## src/rtl/slot_seq_pkg.sv

```systemverilog
package slot_seq_pkg;

  typedef enum logic [1:0] {
    PH_OFF   = 2'd0,
    PH_RAMP  = 2'd1,
    PH_LIVE  = 2'd2,
    PH_DRAIN = 2'd3
  } slot_phase_e;

  // number of clock cycles in a given count of prescaled ticks
  function automatic int tick_cycles(input int ticks, input int pres);
    return ticks * pres;
  endfunction

  function automatic int max2(input int a, input int b);
    return (a > b) ? a : b;
  endfunction

endpackage

```

## src/rtl/seq_timer.sv

```systemverilog
module seq_timer #(
  parameter int CW = 8
) (
  input  logic          clk,
  input  logic          rst_n,
  input  logic          restart,
  input  logic [CW-1:0] limit,
  output logic          expired
);

  logic [CW-1:0] cnt_q;
  logic [CW-1:0] lim_q;

  always_ff @(posedge clk or negedge rst_n) begin
    if (!rst_n) begin
      cnt_q <= '0;
      lim_q <= '0;
    end else if (restart) begin
      cnt_q <= '0;
      lim_q <= limit;
    end else if (cnt_q != {CW{1'b1}}) begin
      cnt_q <= cnt_q + 1'b1;
    end
  end

  assign expired = (cnt_q >= lim_q);


  timer_hold_chk: assert property (@(posedge clk) disable iff (!rst_n)
    expired && !restart |=> expired);

endmodule

```

## src/rtl/pg_qual.sv

```systemverilog
module pg_qual (
  input  logic clk,
  input  logic rst_n,
  input  logic pgood,
  output logic pg_ok
);

  logic pg_prev;

  always_ff @(posedge clk or negedge rst_n) begin
    if (!rst_n) pg_prev <= 1'b0;
    else        pg_prev <= pgood;
  end

  assign pg_ok = pgood && pg_prev;


  pg_twice_chk: assert property (@(posedge clk) disable iff (!rst_n)
    pg_ok |-> $past(pgood));

endmodule

```

## src/rtl/seq_fsm.sv

```systemverilog
module seq_fsm
  import slot_seq_pkg::*;
#(
  parameter int            CW      = 8,
  parameter logic [CW-1:0] REL_CYC = '0
) (
  input  logic          clk,
  input  logic          rst_n,
  input  logic          pwr_off,
  input  logic          mode_pg,
  input  logic          pgood,
  input  logic          pg_ok,
  input  logic [CW-1:0] dly_cyc,
  input  logic          tmr_expired,
  output logic          tmr_restart,
  output logic [CW-1:0] tmr_limit,
  output logic          slot_rst_n,
  output logic          slot_pwr_en
);

  slot_phase_e phase_q, phase_d;
  logic        release_ok;

  assign release_ok = mode_pg ? pg_ok : tmr_expired;

  always_comb begin
    phase_d = phase_q;
    unique case (phase_q)
      PH_OFF:   if (!pwr_off) phase_d = PH_RAMP;
      PH_RAMP:  if (pwr_off) phase_d = PH_DRAIN;
                else if (release_ok) phase_d = PH_LIVE;
      PH_LIVE:  if (pwr_off) phase_d = PH_DRAIN;
                else if (mode_pg && !pgood) phase_d = PH_RAMP;
      PH_DRAIN: if (tmr_expired) phase_d = PH_OFF;
      default:  phase_d = PH_OFF;
    endcase
  end

  assign tmr_restart = (phase_d != phase_q);
  assign tmr_limit   = (phase_d == PH_DRAIN) ? dly_cyc : REL_CYC;

  always_ff @(posedge clk or negedge rst_n) begin
    if (!rst_n) phase_q <= PH_OFF;
    else        phase_q <= phase_d;
  end

  assign slot_rst_n  = (phase_q == PH_LIVE);
  assign slot_pwr_en = (phase_q != PH_OFF);


  on_step_chk: assert property (@(posedge clk) disable iff (!rst_n)
    !slot_pwr_en && !pwr_off |=> slot_pwr_en && !slot_rst_n);


  rel_needs_pwr_chk: assert property (@(posedge clk) disable iff (!rst_n)
    $rose(slot_rst_n) |-> slot_pwr_en && $past(slot_pwr_en));


  pg_release_chk: assert property (@(posedge clk) disable iff (!rst_n)
    $rose(slot_rst_n) && $past(mode_pg) |-> $past(pgood) && $past(pgood, 2));


  pg_loss_chk: assert property (@(posedge clk) disable iff (!rst_n)
    slot_rst_n && mode_pg && !pgood |=> !slot_rst_n && slot_pwr_en);


  off_order_chk: assert property (@(posedge clk) disable iff (!rst_n)
    $fell(slot_pwr_en) |-> !$past(slot_rst_n));


  off_rst_first_chk: assert property (@(posedge clk) disable iff (!rst_n)
    slot_rst_n && pwr_off |=> !slot_rst_n && slot_pwr_en);

endmodule

```

## src/rtl/slot_pwr_seq.sv

```systemverilog
module slot_pwr_seq
  import slot_seq_pkg::*;
#(
  parameter int DLY_W     = 4,
  parameter int PRESCALE  = 8,
  parameter int REL_TICKS = 4
) (
  input  logic             clk,
  input  logic             rst_n,
  input  logic             pwr_off,
  input  logic             mode_pg,
  input  logic [DLY_W-1:0] dly_ticks,
  input  logic             pgood,
  output logic             slot_rst_n,
  output logic             slot_pwr_en
);

  localparam int MAXC    = max2((1 << DLY_W) - 1, REL_TICKS) * PRESCALE;
  localparam int CW      = $clog2(MAXC + 2);
  localparam int REL_CYC = tick_cycles(REL_TICKS, PRESCALE);

  logic [CW-1:0] dly_cyc;
  logic [CW-1:0] tmr_limit;
  logic          tmr_restart;
  logic          tmr_expired;
  logic          pg_ok;

  assign dly_cyc = CW'(tick_cycles(int'(dly_ticks), PRESCALE));

  pg_qual u_pg (
    .clk   (clk),
    .rst_n (rst_n),
    .pgood (pgood),
    .pg_ok (pg_ok)
  );

  seq_timer #(.CW(CW)) u_tmr (
    .clk     (clk),
    .rst_n   (rst_n),
    .restart (tmr_restart),
    .limit   (tmr_limit),
    .expired (tmr_expired)
  );

  seq_fsm #(.CW(CW), .REL_CYC(CW'(REL_CYC))) u_fsm (
    .clk         (clk),
    .rst_n       (rst_n),
    .pwr_off     (pwr_off),
    .mode_pg     (mode_pg),
    .pgood       (pgood),
    .pg_ok       (pg_ok),
    .dly_cyc     (dly_cyc),
    .tmr_expired (tmr_expired),
    .tmr_restart (tmr_restart),
    .tmr_limit   (tmr_limit),
    .slot_rst_n  (slot_rst_n),
    .slot_pwr_en (slot_pwr_en)
  );

endmodule

```

## config.mk

```make
export PLATFORM = sky130hd
export DESIGN_NAME = slot_pwr_seq
export DESIGN_NICKNAME = d
export VERILOG_FILES = /design/src/rtl/slot_seq_pkg.sv /design/src/rtl/seq_timer.sv /design/src/rtl/pg_qual.sv /design/src/rtl/seq_fsm.sv /design/src/rtl/slot_pwr_seq.sv
export SDC_FILE = /design/constraint.sdc
export NUM_CORES = 1
export LEC_CHECK = 0
export BUFFER_PORTS_ARGS = -buffer_cell sky130_fd_sc_hd__buf_2
export CORE_ASPECT_RATIO = 1.25
export CORE_MARGIN = 1.5
export CORE_UTILIZATION = 45
export CTS_CLUSTER_DIAMETER = 80
export DETAILED_ROUTE_END_ITERATION = 6
export PLACE_DENSITY_LB_ADDON = 0.3
export SETUP_SLACK_MARGIN = 0.3
export SLEW_MARGIN = 20
export SYNTH_ARGS = -nofsm -noshare
export SYNTH_HDL_FRONTEND = slang
export SYNTH_HIERARCHICAL = 1
export SYNTH_SLANG_ARGS = --single-unit
```

## constraint.sdc

```tcl
create_clock -name clk -period 3.95 [get_ports clk]
set_clock_uncertainty 0.05 [all_clocks]
set_input_delay 0.5925 -clock clk [delete_from_list [all_inputs] [get_ports clk]]
set_output_delay 0.5925 -clock clk [all_outputs]
set_load 0.02 [all_outputs]
```

==> results.ini, run 1 <==
[timing]
fmax_mhz = 398
fin_crit_ns = 2.51
final-setup-viol-count = 0
rsz0062_at_grt = false
worst_slew_pin_slew_ns = 0.565
holdWs_ns = 0.147
hold_viol = 0
finalSetupTns_ns = 0
timing.final.crit_share_pct = 63.6
max_slew_margin_pct = 61.8
fin_ws_ns = 1.44
final-max-slew-violation-count = 0

[synth]
synth_edf_count = 0
synth_largest_area_cell = dfrtp_1
async_flop_share_pct = 100
synth_most_common_cell = dfrtp_1
yosysWarnings = 6
seq_area_frac_synth_pct = 39.4
avgSynthCellArea_um2 = 9.74
synth-seq-cells = 17
synth.cell_area_mm2 = 0.00108
synth_common_cells = 17 x dfrtp_1, 8 x ha_1, 8 x inv_1
syn_inst = 111
yosys-top-cells-area = dfrtp_1 39%, ha_1 9.3%, and2_1 4.1%
synth_cell_type_count = 39
yosys.area.top_type_share_pct = 39.4
ys.flop_type = dfrtp_1

[die]
floorplan.initialDensity_pct = 48.4
die_h_um = 57.8
rows = 19
io-pin-count = 11
die_x_um = 46.8
die-area_mm2 = 0.00271
core_area_mm2 = 0.00223

[worst_setup_path]
reg2reg_depth = 10
cp_common_cell = a31oi_1
rr_startpoint = u_tmr/cnt_q[2]$_DFFE_PN0P_
r2r_setup_slack_ns = 1.44
crit_path_end_kind = flop
crit_required_ns = 4.13
start_kind = flop
slowest_stage = dfrtp_1
cp.arrival_ns = 2.69
worstSetupPathType = flop to flop
max_stage_delay_ns = 0.45
reg2reg_to = u_tmr/cnt_q[3]$_DFFE_PN0P_
path_cells = ha_1 > a21o_1 > a31oi_1 > o21ai_0 > mux2_4 > nor4_1 > nor4_2 > buf_4 > o21bai_1 > a31oi_1
cp_max_fo = 22

[place]
port_buffers = 10
preCtsSetupSlack_ns = 1.46
dpl.hpwl_um = 1450
finalWeightedCongestion = 0.710

[min_path]
holdCritPathClass = input port to async pin

[clocking]
cts.htree.levels = 1
hold_buffers = 0
post_cts_buffers = 0
cts-root-buf = clkbuf_4
clock-sinks = 17
cts_tree = done
path_clk_slew_ns = 0.11
cts_buffers = 3
clock_latency_ns = 0.29
clockBufferDepth = 2
ctsResizeCount = 0

[drt]
drc = 0
wl_per_cell_um = 11.9
routed_wl_um = 1850
first_pass_iters = 4
vias = 802
postRouteAntennaNets = 0
vias_per_cell = 5.17
drt_iter0_drc = 6

[power]
combPwrFrac_pct = 51.2
clkPwrFrac_pct = 12.5
swShare_pct = 40.5
switching_power_uw = 312
pwr-share-seq_pct = 36.3
p_total_uw = 771
max-vdd-ir-drop_v = 0.000428
p_per_area_mw_per_mm2 = 644
leakagePower_uw = 0.000555
power.internal_uw = 459

[job]
max_cap_violations = 0

[layout]
ff_latch_area_um2 = 425
multi_input_area_um2 = 618
n_fill_cell = 223
layout.nets = 142
n_antenna_cell = 0
drive_gt1_share_pct = 21.8
areaGrowthSynthToFinish_pct = 10.8

[grt]
antenna_found_initial = 0
track_usage_pct = 15.5
grt_overflow = 0
grt_pass1_vias = 779
grt_max_degree = 23
grt_pass1_wl_um = 3130

[run_status]
outcome = finished clean

-- metrics by stage --
step	util, %	instances	instance area, um^2
floorplan	-	113	1090
global placement	52.4	151	1170
detailed placement	52.4	151	1170
CTS	53.6	155	1200
global route	53.6	155	1200
finish	53.6	155	1200
-- registers in the layout (all words and copies together) (netlist names) --
register and flops:
u_tmr/cnt_q 7, u_tmr/lim_q 7, u_fsm/phase_q 2, u_pg/pg_prev 1
-- final cells by class --
cell class	instances	share of cell area, %
sequential	17	35.5
multi-input combinational	84	51.6
inverter	8	2.51
tap	31	3.24
timing repair buffer	11	4.81
clock buffer	3	1.88
clock inverter	1	0.418
-- worst max-delay path, delay by kind of cell (launching register included) --
family	cells	cell delay, ns
DFF	1	0.45
adders and majority gates	1	0.33
muxes	1	0.31
and+or+nand+nor	2	0.33
AOI/OAI and AO/OA	5	0.74
buffers and inverters	1	0.22
-- kinds of logic (layout without fill, tap and decap cells) --
| kind of cell | after synthesis | count (layout) | synth area share (%) |
|---|---|---|---|
| adder cells (fa/ha/maj) | 8 | 8 | 9.26 |
| AO/OA/AOI/OAI | 24 | 24 | 14.7 |
| multiplexers | 4 | 4 | 4.75 |
| buffers and inverters | 12 | 23 | 4.75 |
| AND/OR/NAND/NOR | 45 | 45 | 26.9 |
| flip-flops | 17 | 17 | 39.4 |
| other | 1 | 3 | 0.347 |
-- cells in the final DEF (no fill, tap or decap), drive strengths merged --
master,n
o21ai,7
or2,1
a31oi,5
a211oi,2
o21bai,2
clkbuf,3
nor4b,2
conb,3
mux2,3
nor3,2
a21o,1
and3,4
mux2i,1
a21boi,1
buf,11
nand2,7
clkinv,1
or3b,1
nor2,6
nand3,1
inv,8
dfrtp,17
and4,2
a21oi,5
o21a,1
and2,7
nand4,1
nor2b,2
ha,8
nor4,3
nand2b,6
-- power by group through the flow --
stage / logic [uW] / clock network, uW / registers, uW
2_1_floorplan: 337 / 0 / 261
3_3_place_gp: 384 / 0 / 283
3_5_place_dp: 400 / 0 / 284
4_1_cts: 401 / 98.6 / 281
5_1_grt: 454 / 108 / 288
6_report: 395 / 96.3 / 280
-- worst max-delay path by stage --
stage / from / endpoint / slack, ns / cells past startpoint
6_report: u_tmr/cnt_q[2]$_DFFE_PN0P_ / u_tmr/cnt_q[3]$_DFFE_PN0P_ / 1.44 / 10
5_1_grt: u_tmr/cnt_q[2]$_DFFE_PN0P_ / u_tmr/cnt_q[1]$_DFFE_PN0P_ / 1.25 / 10
4_1_cts: u_tmr/cnt_q[2]$_DFFE_PN0P_ / u_tmr/cnt_q[3]$_DFFE_PN0P_ / 1.43 / 10
3_5_place_dp: u_tmr/cnt_q[2]$_DFFE_PN0P_ / u_tmr/cnt_q[3]$_DFFE_PN0P_ / 1.46 / 10
3_3_place_gp: u_tmr/cnt_q[2]$_DFFE_PN0P_ / u_tmr/cnt_q[3]$_DFFE_PN0P_ / 1.53 / 10
2_1_floorplan: u_tmr/cnt_q[2]$_DFFE_PN0P_ / u_tmr/lim_q[0]$_DFFE_PN0P_ / 1.61 / 9
-- routing by layer --
metal,up-vias,routed length (um),GRT usage [%]
met1,371,803,18.5
li1,414,-,-
met5,-,0,0
met4,0,16,3.97
met3,2,48,3.12
met2,15,980,27.2
Note: power is estimated with default switching activity, not from simulation.
==> inputs of run 2 (changes only) <==
--- a/config.mk
+++ b/config.mk
@@ -5,6 +5,7 @@
 export SDC_FILE = /design/constraint.sdc
 export NUM_CORES = 1
 export LEC_CHECK = 0
+export ABC_AREA = 1
 export BUFFER_PORTS_ARGS = -buffer_cell sky130_fd_sc_hd__buf_2
 export CORE_ASPECT_RATIO = 1.25
 export CORE_MARGIN = 1.5
==> constraint.sdc (replaced) <==
create_clock -name clk -period 2.5 [get_ports clk]
set_clock_uncertainty 0.05 [all_clocks]
set_input_delay 0.375 -clock clk [delete_from_list [all_inputs] [get_ports clk]]
set_output_delay 0.375 -clock clk [all_outputs]
set_load 0.02 [all_outputs]
==> run 2 against run 1 <==
Effect of this change: power up 130%; clock-buffer cell count up 1; worst setup slack worse by 1.0 ns; sequential power up 45%; clock power up 57%; register-to-register slack worse by 1.0 ns; combinational power rose to 3.1 times the previous value; routed wire length up 45%; via count up 34%; die area up 7.1%; largest power group unchanged.
==> results.ini, run 2 <==
[place]
port_buffers = 10  ; unchanged
finalWeightedCongestion = 0.876  ; was 0.710
dpl.hpwl_um = 1770  ; was 1450 um
placed_cells = 200  ; was 151

[grt]
antenna_found_initial = 0  ; unchanged
track_usage_pct = 18.5  ; was 15.5%
grt_overflow = 0  ; unchanged
grt_max_degree = 18  ; was 23
grt_pass1_vias = 994  ; was 779
grt_pass1_wl_um = 4120  ; was 3130 um

[timing]
final-max-slew-violation-count = 0  ; unchanged
fin_crit_ns = 2.10  ; was 2.51 ns
final-setup-viol-count = 0  ; unchanged
rsz0062_at_grt = false  ; unchanged
fmax_mhz = 476  ; was 398 MHz
finalSetupTns_ns = 0  ; unchanged
hold_viol = 0  ; unchanged
timing.final.crit_share_pct = 84.0  ; was 63.6%

[synth]
syn_inst = 155  ; was 111
synth_largest_area_cell = dfrtp_1  ; unchanged
synth_edf_count = 0  ; unchanged
synth_most_common_cell = nand2_1  ; was dfrtp_1
async_flop_share_pct = 100  ; unchanged
synth_cell_type_count = 24  ; was 39
ys.flop_type = dfrtp_1  ; unchanged
yosys-top-cells-area = dfrtp_1 37%, nand2_1 15%, ha_1 8.6%  ; was dfrtp_1 39%, ha_1 9.3%, and2_1 4.1%
synth-seq-cells = 17  ; unchanged
yosysWarnings = 6  ; unchanged
synth.cell_area_mm2 = 0.00116  ; was 0.00108 mm^2
avgSynthCellArea_um2 = 7.50  ; was 9.74 um^2
synth_common_cells = 45 x nand2_1, 22 x inv_1, 17 x dfrtp_1  ; was 17 x dfrtp_1, 8 x ha_1, 8 x inv_1
seq_area_frac_synth_pct = 36.6  ; was 39.4%
yosys.area.top_type_share_pct = 36.6  ; was 39.4%

[layout]
n_antenna_cell = 0  ; unchanged
final_cell_mix = 42 x nand2_1, 19 x inv_1, 14 x nand3_1, 13 x dfrtp_1, 11 x buf_4  ; was 17 x dfrtp_1, 10 x buf_2, 8 x inv_1, 8 x ha_1
drive_gt1_share_pct = 35.3  ; was 21.8%
n_fill_cell = 236  ; was 223
final_common_cell = nand2_1  ; was dfrtp_1
areaGrowthSynthToFinish_pct = 29.6  ; was 10.8%
top_regs = u_tmr/cnt_q x7, u_tmr/lim_q x7, u_fsm/phase_q x2  ; unchanged
fin_cells = 217  ; was 155
layout.nets = 202  ; was 142

[drt]
wl_per_cell_um = 12.4  ; was 11.9 um
vias_per_cell = 4.94  ; was 5.17
drt_iter0_drc = 45  ; was 6
vias = 1072  ; was 802
drc = 0  ; unchanged
routed_wl_um = 2690  ; was 1850 um
postRouteAntennaNets = 0  ; unchanged
first_pass_iters = 4  ; unchanged

[clocking]
cts_buffers = 3  ; unchanged
cts_tree = done  ; unchanged
path_clk_slew_ns = 0.10  ; was 0.11 ns
clock-sinks = 17  ; unchanged
cts-root-buf = clkbuf_4  ; unchanged
clockBufferDepth = 2  ; unchanged
cts.htree.levels = 1  ; unchanged
clock_latency_ns = 0.29  ; about the same

[power]
p_per_area_mw_per_mm2 = 1190  ; was 644 mW/mm^2
max-vdd-ir-drop_v = 0.000747  ; was 0.000428 V
leakagePower_uw = 0.000762  ; was 0.000555 uW

[die]
floorplan.initialDensity_pct = 47.4  ; was 48.4%
die_x_um = 48.5  ; was 46.8 um
rows = 20  ; was 19
core_area_mm2 = 0.00245  ; was 0.00223 mm^2
die_h_um = 59.8  ; was 57.8 um
die-area_mm2 = 0.00290  ; was 0.00271 mm^2
io-pin-count = 11  ; unchanged

[worst_setup_path]
worstSetupPathType = flop to flop  ; unchanged
start_kind = flop  ; unchanged
max_stage_delay_ns = 0.43  ; was 0.45 ns
startpoint = u_tmr/cnt_q[6]$_DFFE_PN0P_  ; was u_tmr/cnt_q[2]$_DFFE_PN0P_
cp_max_fo = 7  ; was 22
rr_startpoint = u_tmr/cnt_q[6]$_DFFE_PN0P_  ; was u_tmr/cnt_q[2]$_DFFE_PN0P_
crit_required_ns = 2.67  ; was 4.13 ns
slowest_stage = dfrtp_1  ; unchanged
crit_path_end_kind = flop  ; unchanged
path_cells = ha_4 > a21o_1 > nor2_1 > nand3_2 > nand2_2 > nand3_1 > o21ai_2 > nand2_1 > inv_1 > nand2_4 > clkbuf_16 > o21ai_0  ; was ha_1 > a21o_1 > a31oi_1 > o21ai_0 > mux2_4 > nor4_1 > nor4_2 > buf_4 > o21bai_1 > a31oi_1
cp.arrival_ns = 2.27  ; was 2.69 ns

[min_path]
hp-start = pgood
holdCritPathClass = input port to flop  ; was input port to async pin

[job]
max_cap_violations = 0  ; unchanged

[run_status]
outcome = finished clean  ; unchanged

run 2: kinds of logic after synthesis:
kind of cell	after synthesis	synth area share, %
and+or+nand+nor	86	36.9
buffers and inverters	28	9.15
DFF	17	36.6
AOI/OAI and AO/OA	15	8.40
adders and majority gates	8	8.61
other	1	0.323
run 2: where the power goes:
group	switching, uW	internal, uW	leakage (uW)
sequential	57.7	350	0.000215
combinational	704	528	0.000532
clock	88.5	62.1	0.0000150
total	850	940	0.000762
run 2: worst paths after layout:
path | cells past startpoint | to | slack, ns
max in group asynchronous | 2 | u_tmr/cnt_q[3]$_DFFE_PN0P_ | 1.61
max reg2reg | 12 | u_tmr/lim_q[1]$_DFFE_PN0P_ | 0.40
min | 1 | u_pg/pg_prev$_DFF_PN0_ | 0.16
min reg2reg | 2 | u_tmr/lim_q[0]$_DFFE_PN0P_ | 0.44
min in group asynchronous | 2 | u_tmr/cnt_q[1]$_DFFE_PN0P_ | 0.48
max | 12 | u_tmr/lim_q[1]$_DFFE_PN0P_ | 0.40
run 2: layout make-up:
class / count / area, um^2 / area share (%)
well taps: 33 / 41.3 / 2.74
inverters: 27 / 104 / 6.89
clock buffers: 4 / 26.3 / 1.74
multi-input cells: 112 / 722 / 47.9
repair buffers: 24 / 183 / 12.1
flip-flops and latches: 17 / 430 / 28.6
run 2: routing by layer:
metal,share of wire [%],wire (um),GRT usage [%],vias up
met5,0,0,0,-
met4,2.3,61,11.0,0
met3,2.6,71,1.75,9
met2,54,1450,34.5,27
met1,41,1110,21.0,498
li1,-,-,-,538
run 2: worst max-delay path, delay by kind of cell (launching register included):
| kind | cells | cell delay, ns |
|---|---|---|
| buffers and inverters | 2 | 0.25 |
| AND/OR/NAND/NOR | 6 | 0.57 |
| AO/OA/AOI/OAI | 3 | 0.47 |
| flip-flops | 1 | 0.43 |
| adder cells (fa/ha/maj) | 1 | 0.26 |
run 2: per-stage QoR:
step / power [uW] / instance area [um^2] / worst slack, ns / utilization (%) / hold WS (ns)
2_1_floorplan: 1100 / 1170 / 0.391 / - / 0.0294
3_3_place_gp: 1250 / 1260 / 0.293 / 51.5 / 0.271
3_5_place_dp: 1280 / 1260 / 0.216 / 51.5 / 0.280
4_1_cts: 1480 / 1330 / 0.308 / 54.3 / 0.156
5_1_grt: 1930 / 1510 / 0.263 / 61.4 / 0.148
6_report: 1790 / 1510 / 0.400 / 61.4 / 0.162
run 2: timing repair:
item                                    in CTS  in global routing
endpoints found under the setup margin      13                 14
setup buffers                                4                  7
hold buffers                                 1                  0
hold endpoints to repair                    17                  0
cloned                                       0                  1
pin swaps                                    1                  7
resized for setup                            1                 23
==> inputs of run 3 (changes only) <==
--- a/config.mk
+++ b/config.mk
@@ -5,7 +5,7 @@
 export SDC_FILE = /design/constraint.sdc
 export NUM_CORES = 1
 export LEC_CHECK = 0
-export ABC_AREA = 1
+export ABC_AREA = 0
 export BUFFER_PORTS_ARGS = -buffer_cell sky130_fd_sc_hd__buf_2
 export CORE_ASPECT_RATIO = 1.25
 export CORE_MARGIN = 1.5
==> constraint.sdc (replaced) <==
create_clock -name clk -period 2 [get_ports clk]
set_clock_uncertainty 0.05 [all_clocks]
set_input_delay 0.3 -clock clk [delete_from_list [all_inputs] [get_ports clk]]
set_output_delay 0.3 -clock clk [all_outputs]
set_load 0.02 [all_outputs]
==> run 3 against run 2 <==
Effect of this change: sequential share of layout area is 2.3 points lower; the flow now finishes with violations (setup timing); fmax is 9.6% lower; largest power group unchanged; highest routed layer unchanged; clock-buffer cell count stayed put.
==> results.ini, run 3 (synthesis results as in run 1) <==
[layout]
top_regs = u_tmr/cnt_q x7, u_tmr/lim_q x7, u_fsm/phase_q x2  ; unchanged
ff_latch_area_um2 = 425  ; was 430 um^2
layout.nets = 170  ; was 202
n_antenna_cell = 0  ; unchanged
areaGrowthSynthToFinish_pct = 49.7  ; was 29.6%
drive_gt1_share_pct = 55.3  ; was 35.3%
final_cell_area_mm2 = 0.00162  ; was 0.00151 mm^2
final_common_cell = buf_4  ; was nand2_1
n_fill_cell = 172  ; was 236
final_cell_mix = 21 x buf_4, 17 x dfrtp_1, 10 x buf_2, 7 x buf_6, 6 x o21ai_2  ; was 42 x nand2_1, 19 x inv_1, 14 x nand3_1, 13 x dfrtp_1, 11 x buf_4
multi_input_area_um2 = 801  ; was 722 um^2

[clocking]
cts-root-buf = clkbuf_4  ; unchanged
path_clk_slew_ns = 0.10  ; about the same
cts_tree = done  ; unchanged
clock_latency_ns = 0.29  ; about the same
cts.htree.levels = 1  ; unchanged
cts_buffers = 3  ; unchanged
clock-sinks = 17  ; unchanged
clockBufferDepth = 2  ; unchanged

[power]
p_per_area_mw_per_mm2 = 1560  ; was 1190 mW/mm^2
leakagePower_uw = 0.000737  ; was 0.000762 uW
max-vdd-ir-drop_v = 0.00104  ; was 0.000747 V

[run_status]
failed_checks = setup timing
outcome = complete, but fails checks  ; was finished clean

[timing]
finalSetupTns_ns = -3.04  ; was 0 ns
final-max-slew-violation-count = 0  ; unchanged
holdWs_ns = 0.103  ; was 0.162 ns
fin_crit_ns = 2.32  ; was 2.10 ns
hold_viol = 0  ; unchanged
timing.final.crit_share_pct = 116  ; was 84.0%
fin_ws_ns = -0.322  ; was 0.400 ns
rsz0062_at_grt = true  ; was false
fmax_mhz = 431  ; was 476 MHz
final-setup-viol-count = 15  ; was 0

[place]
place_area_mm2 = 0.00137  ; was 0.00126 mm^2
preCtsSetupSlack_ns = -0.258  ; was 0.216 ns
port_buffers = 10  ; unchanged
dpl.hpwl_um = 1800  ; was 1770 um
finalWeightedCongestion = 0.756  ; was 0.876

[worst_setup_path]
start_kind = flop  ; unchanged
worstSetupPathType = flop to flop  ; unchanged
path_delay_family = simple AND/OR/NAND/NOR gates  ; unchanged
path_cells = ha_4 > nand2b_4 > a31oi_4 > o21ai_2 > buf_4 > nand2b_4 > nor2_4 > nor4_4 > buf_4 > mux2_4  ; was ha_4 > a21o_1 > nor2_1 > nand3_2 > nand2_2 > nand3_1 > o21ai_2 > nand2_1 > inv_1 > nand2_4 > clkbuf_16 > o21ai_0
crit_buf_inv = 2  ; unchanged
max_stage_delay_ns = 0.43  ; about the same
crit_required_ns = 2.14  ; was 2.67 ns
cp_max_fo = 5  ; was 7
slowest_stage = dfrtp_1  ; unchanged
crit_path_end_kind = flop  ; unchanged
cp.arrival_ns = 2.46  ; was 2.27 ns

[die]
die_h_um = 57.8  ; was 59.8 um
rows = 19  ; was 20
die-area_mm2 = 0.00271  ; was 0.00290 mm^2
core_area_mm2 = 0.00223  ; was 0.00245 mm^2
floorplan.initialDensity_pct = 48.4  ; was 47.4%
die_x_um = 46.8  ; was 48.5 um
io-pin-count = 11  ; unchanged

[drt]
routed_wl_um = 2670  ; was 2690 um
drt_iter0_drc = 18  ; was 45
drc = 0  ; unchanged
vias_per_cell = 5.46  ; was 4.94
first_pass_iters = 4  ; unchanged
vias = 1000  ; was 1072
postRouteAntennaNets = 0  ; unchanged
wl_per_cell_um = 14.6  ; was 12.4 um

[grt]
grt_pass1_wl_um = 4170  ; was 4120 um
grt_pass1_vias = 977  ; was 994
antenna_found_initial = 0  ; unchanged
track_usage_pct = 21.4  ; was 18.5%
grt_max_degree = 18  ; unchanged
grt_overflow = 0  ; unchanged

[min_path]
holdCritPathClass = input port to flop  ; unchanged

[job]
max_cap_violations = 0  ; unchanged

## run 3: cell count changes in the layout (fill, tap and decap cells not counted), moves of 4 or more
cell and change:
nand2_1 -39, inv_1 -15, nand3_1 -13, buf_4 +10, buf_6 +7, nor2_1 -6
and2_1 +5, nor2_2 -5, o21ai_2 +5, dfrtp_1 +4, dfrtp_2 -4
## run 3: power breakdown
group	switching, uW	internal [uW]	total (uW)
Sequential	79.3	461	541
Combinational	804	992	1800
Clock	108	77.6	186
## run 3: final timing paths
kind                                            start                         end  slack (ns)  cells after the start
max reg2reg                u_tmr/lim_q[0]$_DFFE_PN0P_  u_tmr/lim_q[0]$_DFFE_PN0P_       -0.32                     10
min reg2reg                u_tmr/lim_q[5]$_DFFE_PN0P_  u_tmr/lim_q[5]$_DFFE_PN0P_        0.47                      2
min                                             pgood      u_pg/pg_prev$_DFF_PN0_        0.10                      1
max                        u_tmr/lim_q[0]$_DFFE_PN0P_  u_tmr/lim_q[0]$_DFFE_PN0P_       -0.32                     10
min in group asynchronous                       rst_n  u_tmr/cnt_q[3]$_DFFE_PN0P_        0.41                      2
max in group asynchronous                       rst_n      u_pg/pg_prev$_DFF_PN0_        1.22                      2
## run 3: timing repair
| item | CTS | global route |
|---|---|---|
| gates resized for setup | 18 | 26 |
| buffers inserted | 3 | 4 |
| hold buffers | 1 | 0 |
| gates cloned | 1 | 0 |
| setup endpoints to repair | 16 | 16 |
| endpoints found under the hold margin | 17 | 0 |
| pin swaps | 4 | 6 |
## run 3: final cells by class
class	count	share of cell area [%]
clock buffers	4	1.62
inverters	8	1.86
multi-input cells	84	49.5
flip-flops and latches	17	26.3
well taps	31	2.40
repair buffers	39	18.3
## run 3: metrics by stage
step	utilization (%)	cells	power (uW)
6_report	72.4	183	2520
3_5_place_dp	61.1	170	1710
4_1_cts	66.3	179	2130
3_3_place_gp	61.1	170	1650
2_1_floorplan	-	113	1300
5_1_grt	72.4	183	2700
## run 3: metal layers
metal / GRT usage, % / wire (um)
met4: 9.13 / 37
met2: 36.2 / 1520
met5: 0 / 0
met3: 4.05 / 95
met1: 25.4 / 1020
